## config.mk

```make
export PLATFORM = sky130hd
export DESIGN_NAME = i2cm_target
export DESIGN_NICKNAME = d
export VERILOG_FILES = /design/src/rtl/i2cm_pkg.sv /design/src/rtl/i2cm_bus_sync.sv /design/src/rtl/i2cm_store.sv /design/src/rtl/i2cm_ctrl.sv /design/src/rtl/i2cm_target.sv
export SDC_FILE = /design/constraint.sdc
export NUM_CORES = 1
export LEC_CHECK = 0
export BUFFER_PORTS_ARGS = -buffer_cell sky130_fd_sc_hd__buf_2
export CAP_MARGIN = 40
export CORE_MARGIN = 1
export CORE_UTILIZATION = 40
export DETAILED_ROUTE_END_ITERATION = 10
export HOLD_SLACK_MARGIN = 0.02
export SETUP_SLACK_MARGIN = 0.4
export SLEW_MARGIN = 20
export SYNTH_ARGS = -nofsm -noshare
export SYNTH_HDL_FRONTEND = slang
export SYNTH_SLANG_ARGS = --single-unit
```

## constraint.sdc

```tcl
create_clock -name clk -period 2.5 [get_ports clk]
set_input_delay 0.375 -clock clk [delete_from_list [all_inputs] [get_ports clk]]
set_output_delay 0.375 -clock clk [all_outputs]
set_load 0.02 [all_outputs]
```

## src/rtl/i2cm_pkg.sv

```systemverilog
package i2cm_pkg;
  localparam int BYTE_W = 8;
  localparam int SEL_W  = 3;

  typedef enum logic [2:0] {
    ST_IDLE,
    ST_RX,
    ST_RX_END,
    ST_ACK,
    ST_TX,
    ST_MACK,
    ST_MACK_END,
    ST_WAIT_STOP
  } ctl_st_e;
endpackage

```

## src/rtl/i2cm_bus_sync.sv

```systemverilog
module i2cm_bus_sync #(
  parameter int SYNC_STAGES = 2
) (
  input  logic clk,
  input  logic rst_n,
  input  logic scl_in,
  input  logic sda_in,
  output logic sda_lvl,
  output logic scl_rise,
  output logic scl_fall,
  output logic start_evt,
  output logic stop_evt
);
  localparam int LAST = SYNC_STAGES - 1;

  logic [LAST:0] scl_pipe, sda_pipe;
  logic          scl_d, sda_d, scl_lvl;

  // Synchronizer chain per line; depth chosen by parameter.
  generate
    for (genvar g = 0; g < SYNC_STAGES; g++) begin : g_stage
      always_ff @(posedge clk or negedge rst_n) begin
        if (!rst_n) begin
          scl_pipe[g] <= 1'b1;
          sda_pipe[g] <= 1'b1;
        end else if (g == 0) begin
          scl_pipe[g] <= scl_in;
          sda_pipe[g] <= sda_in;
        end else begin
          scl_pipe[g] <= scl_pipe[(g == 0) ? 0 : g - 1];
          sda_pipe[g] <= sda_pipe[(g == 0) ? 0 : g - 1];
        end
      end
    end
  endgenerate

  assign scl_lvl = scl_pipe[LAST];
  assign sda_lvl = sda_pipe[LAST];

  always_ff @(posedge clk or negedge rst_n) begin
    if (!rst_n) begin
      scl_d <= 1'b1;
      sda_d <= 1'b1;
    end else begin
      scl_d <= scl_lvl;
      sda_d <= sda_lvl;
    end
  end

  assign scl_rise  = scl_lvl & ~scl_d;
  assign scl_fall  = ~scl_lvl & scl_d;
  assign start_evt = scl_lvl & scl_d & sda_d & ~sda_lvl;
  assign stop_evt  = scl_lvl & scl_d & ~sda_d & sda_lvl;
endmodule

```

## src/rtl/i2cm_store.sv

```systemverilog
module i2cm_store
  import i2cm_pkg::*;
#(
  parameter int DEPTH = 16
) (
  input  logic              clk,
  input  logic              rst_n,
  input  logic              ptr_load,
  input  logic [BYTE_W-1:0] ptr_val,
  input  logic              wr_en,
  input  logic [BYTE_W-1:0] wr_data,
  input  logic              rd_adv,
  output logic [BYTE_W-1:0] rd_data
);
  localparam int AW = (DEPTH > 1) ? $clog2(DEPTH) : 1;
  localparam logic [AW-1:0] LAST_IDX = AW'(DEPTH - 1);

  logic [BYTE_W-1:0] cells [DEPTH];
  logic [AW-1:0]     ptr;
  logic [AW-1:0]     ptr_next;

  assign ptr_next = (ptr == LAST_IDX) ? '0 : ptr + 1'b1;
  assign rd_data  = cells[ptr];

  always_ff @(posedge clk or negedge rst_n) begin
    if (!rst_n) begin
      ptr <= '0;
    end else if (ptr_load) begin
      ptr <= AW'(ptr_val % DEPTH);
    end else if (wr_en || rd_adv) begin
      ptr <= ptr_next;
    end
  end

  always_ff @(posedge clk or negedge rst_n) begin
    if (!rst_n) begin
      for (int i = 0; i < DEPTH; i++) cells[i] <= '0;
    end else if (wr_en) begin
      cells[ptr] <= wr_data;
    end
  end

  // a stored byte lands at the pointer held when the write strobe fired
  a_r6_write_lands: assert property (@(posedge clk) disable iff (!rst_n)
    wr_en |=> cells[$past(ptr)] == $past(wr_data));

  // without a strobe the pointer keeps its value between transfers
  a_r7_ptr_holds: assert property (@(posedge clk) disable iff (!rst_n)
    !(ptr_load || wr_en || rd_adv) |=> $stable(ptr));
endmodule

```

## src/rtl/i2cm_ctrl.sv

```systemverilog
module i2cm_ctrl
  import i2cm_pkg::*;
#(
  parameter logic [3:0] DEV_PREFIX = 4'b1010
) (
  input  logic              clk,
  input  logic              rst_n,
  input  logic              sda_lvl,
  input  logic              scl_rise,
  input  logic              scl_fall,
  input  logic              start_evt,
  input  logic              stop_evt,
  input  logic [SEL_W-1:0]  strap,
  input  logic [BYTE_W-1:0] rd_data,
  output logic              ptr_load,
  output logic [BYTE_W-1:0] ptr_val,
  output logic              wr_en,
  output logic [BYTE_W-1:0] wr_data,
  output logic              rd_adv,
  output logic              sda_oe
);
  ctl_st_e           st;
  logic [2:0]        bit_cnt;
  logic [BYTE_W-1:0] rx_sh, tx_sh;
  logic              is_addr, rd_mode, have_ptr, mack_q;
  logic              addr_hit, data_end, load_tx;

  assign addr_hit = (rx_sh[7:4] == DEV_PREFIX) && (rx_sh[3:1] == strap);
  assign data_end = (st == ST_RX_END) && scl_fall && !is_addr;
  assign ptr_load = data_end && !have_ptr;
  assign wr_en    = data_end && have_ptr;
  assign ptr_val  = rx_sh;
  assign wr_data  = rx_sh;
  assign load_tx  = scl_fall && (((st == ST_ACK) && rd_mode) ||
                                 ((st == ST_MACK_END) && mack_q));
  assign rd_adv   = load_tx;

  always_ff @(posedge clk or negedge rst_n) begin
    if (!rst_n) begin
      st       <= ST_IDLE;
      bit_cnt  <= '0;
      rx_sh    <= '0;
      tx_sh    <= '0;
      is_addr  <= 1'b0;
      rd_mode  <= 1'b0;
      have_ptr <= 1'b0;
      mack_q   <= 1'b0;
      sda_oe   <= 1'b0;
    end else if (stop_evt) begin
      st     <= ST_IDLE;
      sda_oe <= 1'b0;
    end else if (start_evt && st != ST_WAIT_STOP) begin
      st       <= ST_RX;
      is_addr  <= 1'b1;
      bit_cnt  <= '0;
      rd_mode  <= 1'b0;
      have_ptr <= 1'b0;
      sda_oe   <= 1'b0;
    end else begin
      case (st)
        ST_RX: if (scl_rise) begin
          rx_sh   <= {rx_sh[BYTE_W-2:0], sda_lvl};
          bit_cnt <= bit_cnt + 3'd1;
          if (bit_cnt == 3'd7) st <= ST_RX_END;
        end
        ST_RX_END: if (scl_fall) begin
          if (is_addr) begin
            if (addr_hit) begin
              sda_oe  <= 1'b1;
              rd_mode <= rx_sh[0];
              is_addr <= 1'b0;
              st      <= ST_ACK;
            end else begin
              st <= ST_IDLE;
            end
          end else begin
            sda_oe   <= 1'b1;
            have_ptr <= 1'b1;
            st       <= ST_ACK;
          end
        end
        ST_ACK: if (scl_fall) begin
          bit_cnt <= '0;
          if (rd_mode) begin
            tx_sh  <= rd_data;
            sda_oe <= ~rd_data[BYTE_W-1];
            st     <= ST_TX;
          end else begin
            sda_oe <= 1'b0;
            st     <= ST_RX;
          end
        end
        ST_TX: if (scl_fall) begin
          if (bit_cnt == 3'd7) begin
            sda_oe <= 1'b0;
            st     <= ST_MACK;
          end else begin
            bit_cnt <= bit_cnt + 3'd1;
            tx_sh   <= {tx_sh[BYTE_W-2:0], 1'b0};
            sda_oe  <= ~tx_sh[BYTE_W-2];
          end
        end
        ST_MACK: if (scl_rise) begin
          mack_q <= ~sda_lvl;
          st     <= ST_MACK_END;
        end
        ST_MACK_END: if (scl_fall) begin
          if (mack_q) begin
            tx_sh   <= rd_data;
            sda_oe  <= ~rd_data[BYTE_W-1];
            bit_cnt <= '0;
            st      <= ST_TX;
          end else begin
            st <= ST_WAIT_STOP;
          end
        end
        default: ;
      endcase
    end
  end

  // the data enable moves only after an SCL fall or a START/STOP
  a_r9_oe_after_fall: assert property (@(posedge clk) disable iff (!rst_n)
    !$stable(sda_oe) |-> $past(scl_fall || start_evt || stop_evt));

  // a STOP always returns to idle with SDA released
  a_r2_stop_releases: assert property (@(posedge clk) disable iff (!rst_n)
    stop_evt |=> (st == ST_IDLE) && !sda_oe);

  // a START reopens address reception
  a_r1_start_opens: assert property (@(posedge clk) disable iff (!rst_n)
    (start_evt && !stop_evt && st != ST_WAIT_STOP) |=>
      (st == ST_RX) && is_addr && (bit_cnt == 3'd0) && !sda_oe);

  // a mismatching address byte leaves the bus untouched
  a_r5_mismatch_silent: assert property (@(posedge clk) disable iff (!rst_n)
    (st == ST_RX_END && is_addr && scl_fall && rx_sh[3:1] != strap) |=>
      !sda_oe && (st == ST_IDLE));

  // SDA is released during the master's acknowledge slot
  a_r7_mack_released: assert property (@(posedge clk) disable iff (!rst_n)
    (st == ST_MACK || st == ST_MACK_END) |-> !sda_oe);

  // silent after a refused read byte
  a_r8_wait_silent: assert property (@(posedge clk) disable iff (!rst_n)
    (st == ST_WAIT_STOP) |-> !sda_oe);
endmodule

```

## src/rtl/i2cm_target.sv

```systemverilog
module i2cm_target
  import i2cm_pkg::*;
#(
  parameter int         DEPTH       = 16,
  parameter int         SYNC_STAGES = 2,
  parameter logic [3:0] DEV_PREFIX  = 4'b1010
) (
  input  logic       clk,
  input  logic       rst_n,
  input  logic       scl_in,
  input  logic       sda_in,
  input  logic [2:0] strap,
  output logic       sda_oe
);
  logic              sda_lvl, scl_rise, scl_fall, start_evt, stop_evt;
  logic              ptr_load, wr_en, rd_adv;
  logic [BYTE_W-1:0] ptr_val, wr_data, rd_data;

  i2cm_bus_sync #(.SYNC_STAGES(SYNC_STAGES)) u_sync (
    .clk(clk), .rst_n(rst_n), .scl_in(scl_in), .sda_in(sda_in),
    .sda_lvl(sda_lvl), .scl_rise(scl_rise), .scl_fall(scl_fall),
    .start_evt(start_evt), .stop_evt(stop_evt)
  );

  i2cm_ctrl #(.DEV_PREFIX(DEV_PREFIX)) u_ctrl (
    .clk(clk), .rst_n(rst_n), .sda_lvl(sda_lvl), .scl_rise(scl_rise),
    .scl_fall(scl_fall), .start_evt(start_evt), .stop_evt(stop_evt),
    .strap(strap), .rd_data(rd_data), .ptr_load(ptr_load),
    .ptr_val(ptr_val), .wr_en(wr_en), .wr_data(wr_data),
    .rd_adv(rd_adv), .sda_oe(sda_oe)
  );

  i2cm_store #(.DEPTH(DEPTH)) u_store (
    .clk(clk), .rst_n(rst_n), .ptr_load(ptr_load), .ptr_val(ptr_val),
    .wr_en(wr_en), .wr_data(wr_data), .rd_adv(rd_adv), .rd_data(rd_data)
  );
endmodule

```

==> results of run 1 <==
==> where the power goes <==
| part | total [mW] | switching [mW] | internal [mW] | leakage (nW) |
|---|---|---|---|---|
| Combinational | 1.08 | 0.683 | 0.392 | 1.77 |
| Sequential | 2.88 | 0.118 | 2.76 | 2.25 |
| Clock | 2.61 | 1.13 | 1.48 | 0.270 |
| Total | 6.57 | 1.93 | 4.63 | 4.29 |
==> sequential cells by signal, indices dropped and copies added, names as in the netlist, 3 cells and up <==
name / flops
u_ctrl.tx_sh: 7
u_ctrl.ptr_val: 8
u_ctrl.st: 3
u_ctrl.bit_cnt: 3
u_store.cells: 128
u_store.ptr: 4
==> worst max path at each step <==
stage	end	slack [ns]	cells past startpoint
after floorplan	u_store.cells[0]	0.29	7
after global placement	u_store.cells[26]	0.12	5
after detailed placement	u_store.cells[25]	0.09	5
after CTS	u_store.cells[78]	0.38	7
after global routing	u_store.cells[44]	0.33	7
final	u_ctrl.tx_sh[0]	0.43	6
==> repair_timing <==
item,in CTS,in global routing
hold endpoints to repair,36,0
pin swaps,6,13
hold buffers,1,0
endpoints found under the setup margin,136,139
gates resized for setup,15,130
setup buffers,5,8
==> logic make-up after synthesis <==
logic type      count (synthesis)  synth area share
mux                           178             0.301
flops                         164             0.529
simple gates                   97            0.0735
compound gates                 68            0.0564
buf+inv                        50            0.0251
fa+ha+maj                       7            0.0110
xor+xnor                        3           0.00338
==> cell type report <==
cell class | count | area, µm² | share of cell area
multi-input cells | 353 | 3930 | 0.408
well taps | 260 | 325 | 0.0338
clock buffers | 18 | 429 | 0.0446
repair buffers | 58 | 633 | 0.0657
flip-flops and latches | 164 | 4120 | 0.427
inverters | 12 | 45.0 | 0.00468
clock inverters | 14 | 151 | 0.0157
==> layer usage <==
layer	vias to the layer above	part of all wire	global-route usage	wire, µm
li1	2181	-	-	-
met1	2593	0.47	0.261	8800
met2	97	0.48	0.305	8900
met3	19	0.033	0.0385	609
met4	0	0.016	0.0561	303
met5	-	0	0	0
==> placed cells by master (no fill, tap or decap), types with 6 or more instances in the layout <==
cell,count
nor2_4,13
buf_2,6
clkbuf_16,17
dfstp_2,6
inv_1,12
nor3_1,12
buf_8,6
a21oi_1,20
mux2_4,97
buf_12,12
o22ai_1,13
nand2_1,15
o21ai_0,10
mux2_2,35
mux2i_1,10
nand2b_1,6
nor2_1,12
mux4_2,31
buf_4,28
dfrtp_1,156
==> metrics by stage <==
step	instance area [µm²]	hold slack [ns]	std cells	total power, mW
floorplan	7780	0.0794	567	3.49
global placement	8320	0.337	833	3.85
detailed placement	8320	0.338	833	3.89
CTS	9030	0.0261	871	6.51
global route	9630	0.0232	879	6.82
finish	9630	0.0400	879	6.57
==> metrics.yaml, run 1 <==
synthesis:
  ys_warn_count: 0
  synth_area_mm2: 0.00777
  synth.top_cells.by_area: "dfrtp_1 (51%), mux2_2 (19%), mux4_2 (9.0%), dfstp_2 (2.0%), mux2_1 (1.3%)"
  synth_ff_type: "dfrtp_1"
  syn-num-nets: 580
  yosysTopAreaCellShare: 0.509
  yosysMostFrequentCell: "dfrtp_1"
  yosys.area.top_type: "dfrtp_1"
  yosysSeqAreaShare: 0.529
  synth_edf_count: 0
  netlist_top_cells_count: "dfrtp_1 (158), mux2_2 (128), mux4_2 (31)"
  synth_seq_cells: 164
  syn_inst: 567
  synth_area_per_cell_um2: 13.7
  yosysUniqueCellTypes: 56
  async_flop_share: 1.00
detailed_routing:
  first_pass_iters: 5
  route.vias.total: 4890
  drt-total-wl_um: 18600
  wl_per_cell_um: 21.2
  antenna_left: 0
  vias_per_cell: 5.56
  drt_iter0_markers: 294
  drc_errors: 0
setup_path:
  cpPeakStageDelay_ns: 0.49
  path_cells: "clkbuf_4, buf_4, mux4_2, a22o_1, a221oi_1, o22ai_1"
  required_ns: 2.79
  reg2reg_from: "u_store.ptr[0]"
  r2r_slack_ns: 0.43
  cp-end-kind: "flip-flop"
  slowest_stage: "mux4_2"
  crit_fanout: 6
  cp.arrival_ns: 2.36
  critPathTopFamily: "compound AO/OA/AOI/OAI gates"
  crit_start: "u_store.ptr[0]"
  reg2reg_depth: 6
  crit_type: "flip-flop to flip-flop"
  path_buf_inv: 2
  timing.rr.end: "u_ctrl.tx_sh[0]"
  critPathLaunchType: "flip-flop"
layout:
  fillCellCount: 1622
  drive_gt1_frac: 0.467
  utilization: 0.510
  layout-area-overhead-vs-synth_pct: 24.0
  antenna_cells: 0
  nets: 619
sta:
  slew_viol_final: 0
  rsz0062_at_grt: "yes"
  fin_setup_tns_ns: 0
  fin_worst_skew_ns: 0.0116
  fin_ws_ns: 0.427
  max-slew-margin-rel: 0.396
  timing.fmax_mhz: 482
  finalSetupViolCount: 0
  hold_viol: 0
  post-route-min-period_ns: 2.07
  tightest_slew_ns: 0.905
  period_share: 0.829
cts:
  tritoncts: "built"
  clock_path_buffers: 2
  clkLatencyLatePin_ns: 0.43
  cts_max_level: 4
  cts_buffers: 17
  clock-sinks: 164
  cts.clk_slew.worst_paths_ns: 0.07
  clock-root-buffer: "clkbuf_16"
global_route:
  grt_max_degree: 55
  grt_usage: 0.190
  gr-total-overflow: 0
  antenna_found_initial: 0
  grt_pass1_vias: 4955
  grt_pass1_wl_um: 28200
floorplanning:
  num_rows: 50
  die_x_um: 141
  ioPinCount: 8
  die_area_mm2: 0.0200
  core_mm2: 0.0189
  start_util: 0.411
  die_h_um: 141
hold_path:
  min_from: "scl_in"
  worst_hold_path.endpoint: "u_sync.scl_pipe[0]"
  hp-class: "input pin to flip-flop"
  hold_path_depth: 1
place:
  dp_hpwl_um: 11500
  gp_congestion: 0.899
  dpl_worst_slack_ns: 0.0859
  io_buffer_count: 7
run:
  max-cap-violations: 0
status:
  status: "completed"
power:
  ir_drop_mv: 0.454
  leakagePower_nw: 4.29
  power_density_mw_per_mm2: 682
No activity file was read; power rests on OpenSTA's default activity.
==> run 2: changes to the inputs <==
ABC_AREA = 1   (was default)
clock period = 1.9 ns   (was 2.5 ns; I/O delays follow)
==> run 2 against run 1 <==
Synthesized cell count rose by 72%. Clock power up 34%. Critical endpoint is now u_store.cells[110]. Routed wire length grew 31%. Largest power group is now combinational logic. Maximum frequency increased by 18%. Clock skew about the same. Sequential cell count did not move.
==> metrics.yaml, run 2 <==
sta:
  fin_worst_skew_ns: 0.0112
  timing.fmax_mhz: 571
  tightest_slew_ns: 0.503
  slew_viol_final: 0
  rsz0062_at_grt: "yes"
  finalSetupViolCount: 0
  max-slew-margin-rel: 0.664
  period_share: 0.922
  fin_setup_tns_ns: 0
  post-route-min-period_ns: 1.75
  hold_viol: 0
  fin_hold_ws_ns: 0.357
global_route:
  grt_max_degree: 45
  grt_pass1_vias: 6840
  grt_pass1_wl_um: 38200
  gr-total-overflow: 0
  gr-max-usage-layer: "met2"
  grt_usage: 0.247
  grt_util_met1: 0.351
  globalRouteMet3Util: 0.0377
  antenna_found_initial: 0
  met2_usage: 0.379
setup_path:
  required_ns: 2.26
  timing.rr.end: "u_store.cells[110]"
  reg2reg_depth: 8
  cp-end-kind: "flip-flop"
  cp.arrival_ns: 2.11
  slowest_stage: "dfstp_2"
  path_cells: "nand2_4, nor3_4, nand2_4, nor2_8, buf_12, buf_12, nand2_8, o21ai_2"
  crit_fanout: 8
  reg2reg_from: "u_sync.scl_d"
  cpPeakStageDelay_ns: 0.56
  crit_type: "flip-flop to flip-flop"
  critPathLaunchType: "flip-flop"
  r2r_slack_ns: 0.15
cts:
  cts.clk_slew.worst_paths_ns: 0.07
  clkLatencyLatePin_ns: 0.44
  cts_max_level: 4
  clock_path_buffers: 2
  tritoncts: "built"
  clock-sinks: 164
  clock-root-buffer: "clkbuf_16"
  cts_buffers: 17
place:
  io_buffer_count: 7
  gp_congestion: 0.835
  dp_hpwl_um: 12900
  dpl.cell_count: 1230
synthesis:
  async_flop_share: 1.00
  ys_warn_count: 0
  yosysTopAreaCellShare: 0.491
  yosys.area.top_type: "dfrtp_1"
  syn-num-nets: 987
  synth_seq_cells: 164
  yosysSeqAreaShare: 0.511
  netlist_top_cells_count: "nand2_1 (280), dfrtp_1 (158), o21ai_0 (103)"
  synth_area_per_cell_um2: 8.26
  synth_edf_count: 0
  synth.top_cells.by_area: "dfrtp_1 (49%), nand2_1 (13%), o21ai_0 (6.4%), o21ai_1 (5.6%), nor2_1 (4.6%)"
  synth_ff_type: "dfrtp_1"
  yosysMostFrequentCell: "nand2_1"
  synth_area_mm2: 0.00805
  yosysUniqueCellTypes: 34
  syn_inst: 974
power:
  leakagePower_nw: 4.77
  ir_drop_mv: 0.659
  power_density_mw_per_mm2: 1130
floorplanning:
  die_h_um: 144
  die_x_um: 144
  die_area_mm2: 0.0207
  core_mm2: 0.0196
  ioPinCount: 8
  start_util: 0.411
  num_rows: 51
detailed_routing:
  drt-total-wl_um: 24400
  antenna_left: 0
  route.vias.total: 7182
  first_pass_iters: 5
  wl_per_cell_um: 18.6
  drc_errors: 0
  vias_per_cell: 5.47
  drt_iter0_markers: 636
layout:
  final_cell_mix: "nand2_1 (170), dfrtp_1 (156), o21ai_1 (114)"
  drive_gt1_frac: 0.380
  final_cells: 1313
  utilization: 0.557
  largest_reg_flops: 128
  nets: 1048
  layout-area-overhead-vs-synth_pct: 35.6
  regMostFlops: "u_store.cells"
  antenna_cells: 0
  final_common_cell: "nand2_1"
  fillCellCount: 1698
run:
  max-cap-violations: 0
hold_path:
  hp-class: "input pin to asynchronous set/reset pin"
status:
  status: "completed"
## run 2: cell count changes after synthesis, sizes merged, moves of 10 or more
cell	previous run	this run
a21oi	20	9
buf	15	28
inv	12	47
mux2	137	0
mux2i	10	0
mux4	31	0
nand2	15	297
nand3	9	43
nor2	29	104
o21ai	12	226
## run 2: area by class of cell
type,count,area (µm²),area share
tap,265,332,0.0304
inverter,47,191,0.0175
multi-input combinational,723,4670,0.428
sequential,164,4110,0.377
timing repair buffer,82,1030,0.0943
clock buffer,18,429,0.0393
clock inverter,14,153,0.0140
## run 2: worst max-delay path by stage
stage,startpoint,to,slack (ns)
global route,u_ctrl.st[0],u_store.cells[116],0.05
CTS,u_sync.scl_d,u_store.cells[19],0.13
floorplan,u_ctrl.st[0],u_store.cells[62],0.20
finish,u_sync.scl_d,u_store.cells[110],0.15
global placement,u_sync.scl_d,u_store.cells[32],0.11
detailed placement,u_sync.scl_d,u_store.cells[33],0.05
## run 2: through the flow
step	instance area [µm²]	setup WS, ns	power (mW)
after global routing	10900	0.0503	13.0
after floorplan	8140	0.201	6.05
after global placement	8520	0.111	7.26
after CTS	10200	0.129	11.9
final	10900	0.148	12.4
after detailed placement	8520	0.0541	7.27
## run 2: layer usage
metal  up-vias  wire [µm]
li1       3357          -
met3        42       1170
met1      3569      11100
met4         0        607
met5         -          0
met2       214      11500
## run 2: timing repair
item,in CTS,in global routing
pin swaps,75,66
hold buffers,3,0
endpoints found under the setup margin,140,155
hold endpoints to repair,43,0
gates resized for setup,176,177
setup buffers,20,8
gates cloned,18,2
## run 2: kinds of logic after synthesis
| kind of cell | share of synthesized area |
|---|---|
| buffers and inverters | 0.0609 |
| and+or+nand+nor | 0.242 |
| AOI/OAI and AO/OA | 0.177 |
| DFF | 0.511 |
| adders and majority gates | 0.00933 |
## run 2: critical path: cells and delay by family, from the launching register on
family                 cells  cell delay [ns]
AOI/OAI and AO/OA          1             0.16
and+or+nand+nor            5             0.66
buffers and inverters      2             0.29
DFF                        1             0.56
## run 2: report_power, final
part	switching [mW]	internal [mW]	total (mW)	leakage (nW)
Combinational	3.01	2.03	5.04	2.24
Sequential	0.163	3.69	3.85	2.25
Clock	1.54	1.95	3.49	0.285
==> run 3: changes to the inputs <==
CORE_MARGIN = default   (was 1)
CORE_UTILIZATION = 45   (was 40)
==> run 3 against run 2 <==
Sequential power hardly changed. Via count is 2.4% higher. Count of clock-buffer cells in the layout is 1 higher. Hold slack hardly changed. Cell count is 0.69% lower. Combinational power hardly changed. Clock power is 4% higher. Maximum frequency is 0.53% higher. Clock skew is 0.0011 ns lower. Largest power group unchanged.
==> metrics.yaml, run 3 (synthesized netlist as in run 2, its figures left out) <==
hold_path:
  hp-class: "input pin to asynchronous set/reset pin"
place:
  gp_congestion: 0.873
  io_buffer_count: 7
  dpl.cell_count: 1200
  dp_hpwl_um: 13700
floorplanning:
  ioPinCount: 8
  core_mm2: 0.0174
  die_area_mm2: 0.0184
  die_h_um: 136
  num_rows: 48
  die_x_um: 136
  start_util: 0.464
sta:
  fin_worst_skew_ns: 0.0101
  slew_viol_final: 0
  period_share: 0.917
  finalSetupViolCount: 0
  max-slew-margin-rel: 0.543
  fin_setup_tns_ns: 0
  post-route-min-period_ns: 1.74
  timing.fmax_mhz: 574
  rsz0062_at_grt: "yes"
  tightest_slew_ns: 0.685
  hold_viol: 0
cts:
  cts_buffers: 17
  clock-root-buffer: "clkbuf_16"
  tritoncts: "built"
  clkLatencyLatePin_ns: 0.44
  cts.clk_slew.worst_paths_ns: 0.07
  clock_path_buffers: 2
  clock-sinks: 164
  cts_max_level: 4
detailed_routing:
  antenna_left: 0
  vias_per_cell: 5.64
  route.vias.total: 7351
  drc_errors: 0
  drt_iter0_markers: 672
  wl_per_cell_um: 18.8
  drt-total-wl_um: 24500
  first_pass_iters: 7
setup_path:
  cpPeakStageDelay_ns: 0.44
  crit_type: "flip-flop to flip-flop"
  required_ns: 2.23
  critPathLaunchType: "flip-flop"
  path_buf_inv: 2
  cp-end-kind: "flip-flop"
  path_cells: "buf_12, buf_4, nor2_1, nor2_1, o21ai_0, a21oi_1, nor2_1, nand2_1, nand2_1, nand2_1, nand2_1"
  critPathTopFamily: "simple AND/OR/NAND/NOR gates"
  critPathMostFrequentCell: "nand2_1"
  cp.arrival_ns: 2.07
  slowest_stage: "dfrtp_2"
  crit_fanout: 9
power:
  power_density_mw_per_mm2: 1140
  ir_drop_mv: 0.803
  finalPower_mw: 12.5
  leakagePower_nw: 4.92
layout:
  layout-area-overhead-vs-synth_pct: 36.8
  drive_gt1_frac: 0.375
  regMostFlops: "u_store.cells"
  antenna_cells: 0
  final_cells: 1304
  ff_latch_area_mm2: 0.00411
  multi_input_area_mm2: 0.00455
  largest_reg_flops: 128
  nets: 1079
  final_common_cell: "nand2_1"
  final_cell_mix: "nand2_1 (167), dfrtp_1 (157), o21ai_1 (117)"
  fillCellCount: 1384
run:
  max-cap-violations: 0
global_route:
  grt_max_degree: 49
  antenna_found_initial: 0
  gr-total-overflow: 0
  grt_pass1_vias: 7003
  grt_usage: 0.276
  grt_pass1_wl_um: 38100
status:
  status: "completed"
## run 3: changes by cell type in the layout (fill, tap and decap cells not counted), sizes merged
cell,delta
buf,+24
bufbuf,+2
clkbuf,+2
nand2,+2
bufinv,+1
clkinv,-1
clkinvlp,+1
## run 3: worst register-to-register path, delay by kind of cell (launching register included)
family / cells / cell delay (ns)
compound gates: 2 / 0.38
simple gates: 7 / 0.46
flops: 1 / 0.44
buf+inv: 2 / 0.36
## run 3: cell type report
cell class,count,area share
multi-input combinational,725,0.413
tap,225,0.0256
clock inverter,13,0.0157
timing repair buffer,109,0.110
sequential,164,0.374
clock buffer,19,0.0402
inverter,47,0.0192
timing repair inverter,2,0.00227
## run 3: worst paths after layout
path                       cells after the start                 to               start  slack [ns]
max                                           11      u_ctrl.sda_oe      u_store.ptr[0]        0.16
min                                            2  u_store.cells[52]               rst_n        0.36
max reg2reg                                   11      u_ctrl.sda_oe      u_store.ptr[0]        0.16
min reg2reg                                    0     u_sync.scl_lvl  u_sync.scl_pipe[0]        0.36
max in group asynchronous                      3       u_sync.scl_d               rst_n        0.94
min in group clk                               0     u_sync.scl_lvl  u_sync.scl_pipe[0]        0.36
## run 3: through the flow
step                      setup WS [ns]  hold slack, ns  instance area [µm²]  utilization
after CTS                         0.204           0.357                10300        0.594
after floorplan                   0.201         -0.0106                 8140            -
after global placement            0.127           0.277                 8550        0.493
after global routing             0.0407           0.358                11000        0.634
final                             0.157           0.356                11000        0.634
after detailed placement          0.127           0.262                 8550        0.493
## run 3: repair_timing
| action | 4_1_cts | 5_1_grt |
|---|---|---|
| endpoints found under the hold margin | 46 | 0 |
| buffers inserted | 37 | 12 |
| setup endpoints to repair | 147 | 156 |
| resized for setup | 138 | 178 |
| hold buffers | 3 | 0 |
| gates cloned | 17 | 3 |
| pin swaps | 25 | 35 |
## run 3: where the power goes
part | internal, mW | total, mW | switching (mW)
Sequential | 3.69 | 3.85 | 0.157
Clock | 2.12 | 3.64 | 1.52
Combinational | 2.13 | 5.04 | 2.91
## run 3: per-layer routing
layer  track usage  vias to the layer above  routed length [µm]  part of all wire
met5             0                        -                   0                 0
met2         0.437                      258               11600              0.47
li1              -                     3426                   -                 -
met3        0.0531                       63                1380             0.056
met1         0.373                     3604               10700              0.44
met4         0.107                        0                 827             0.034
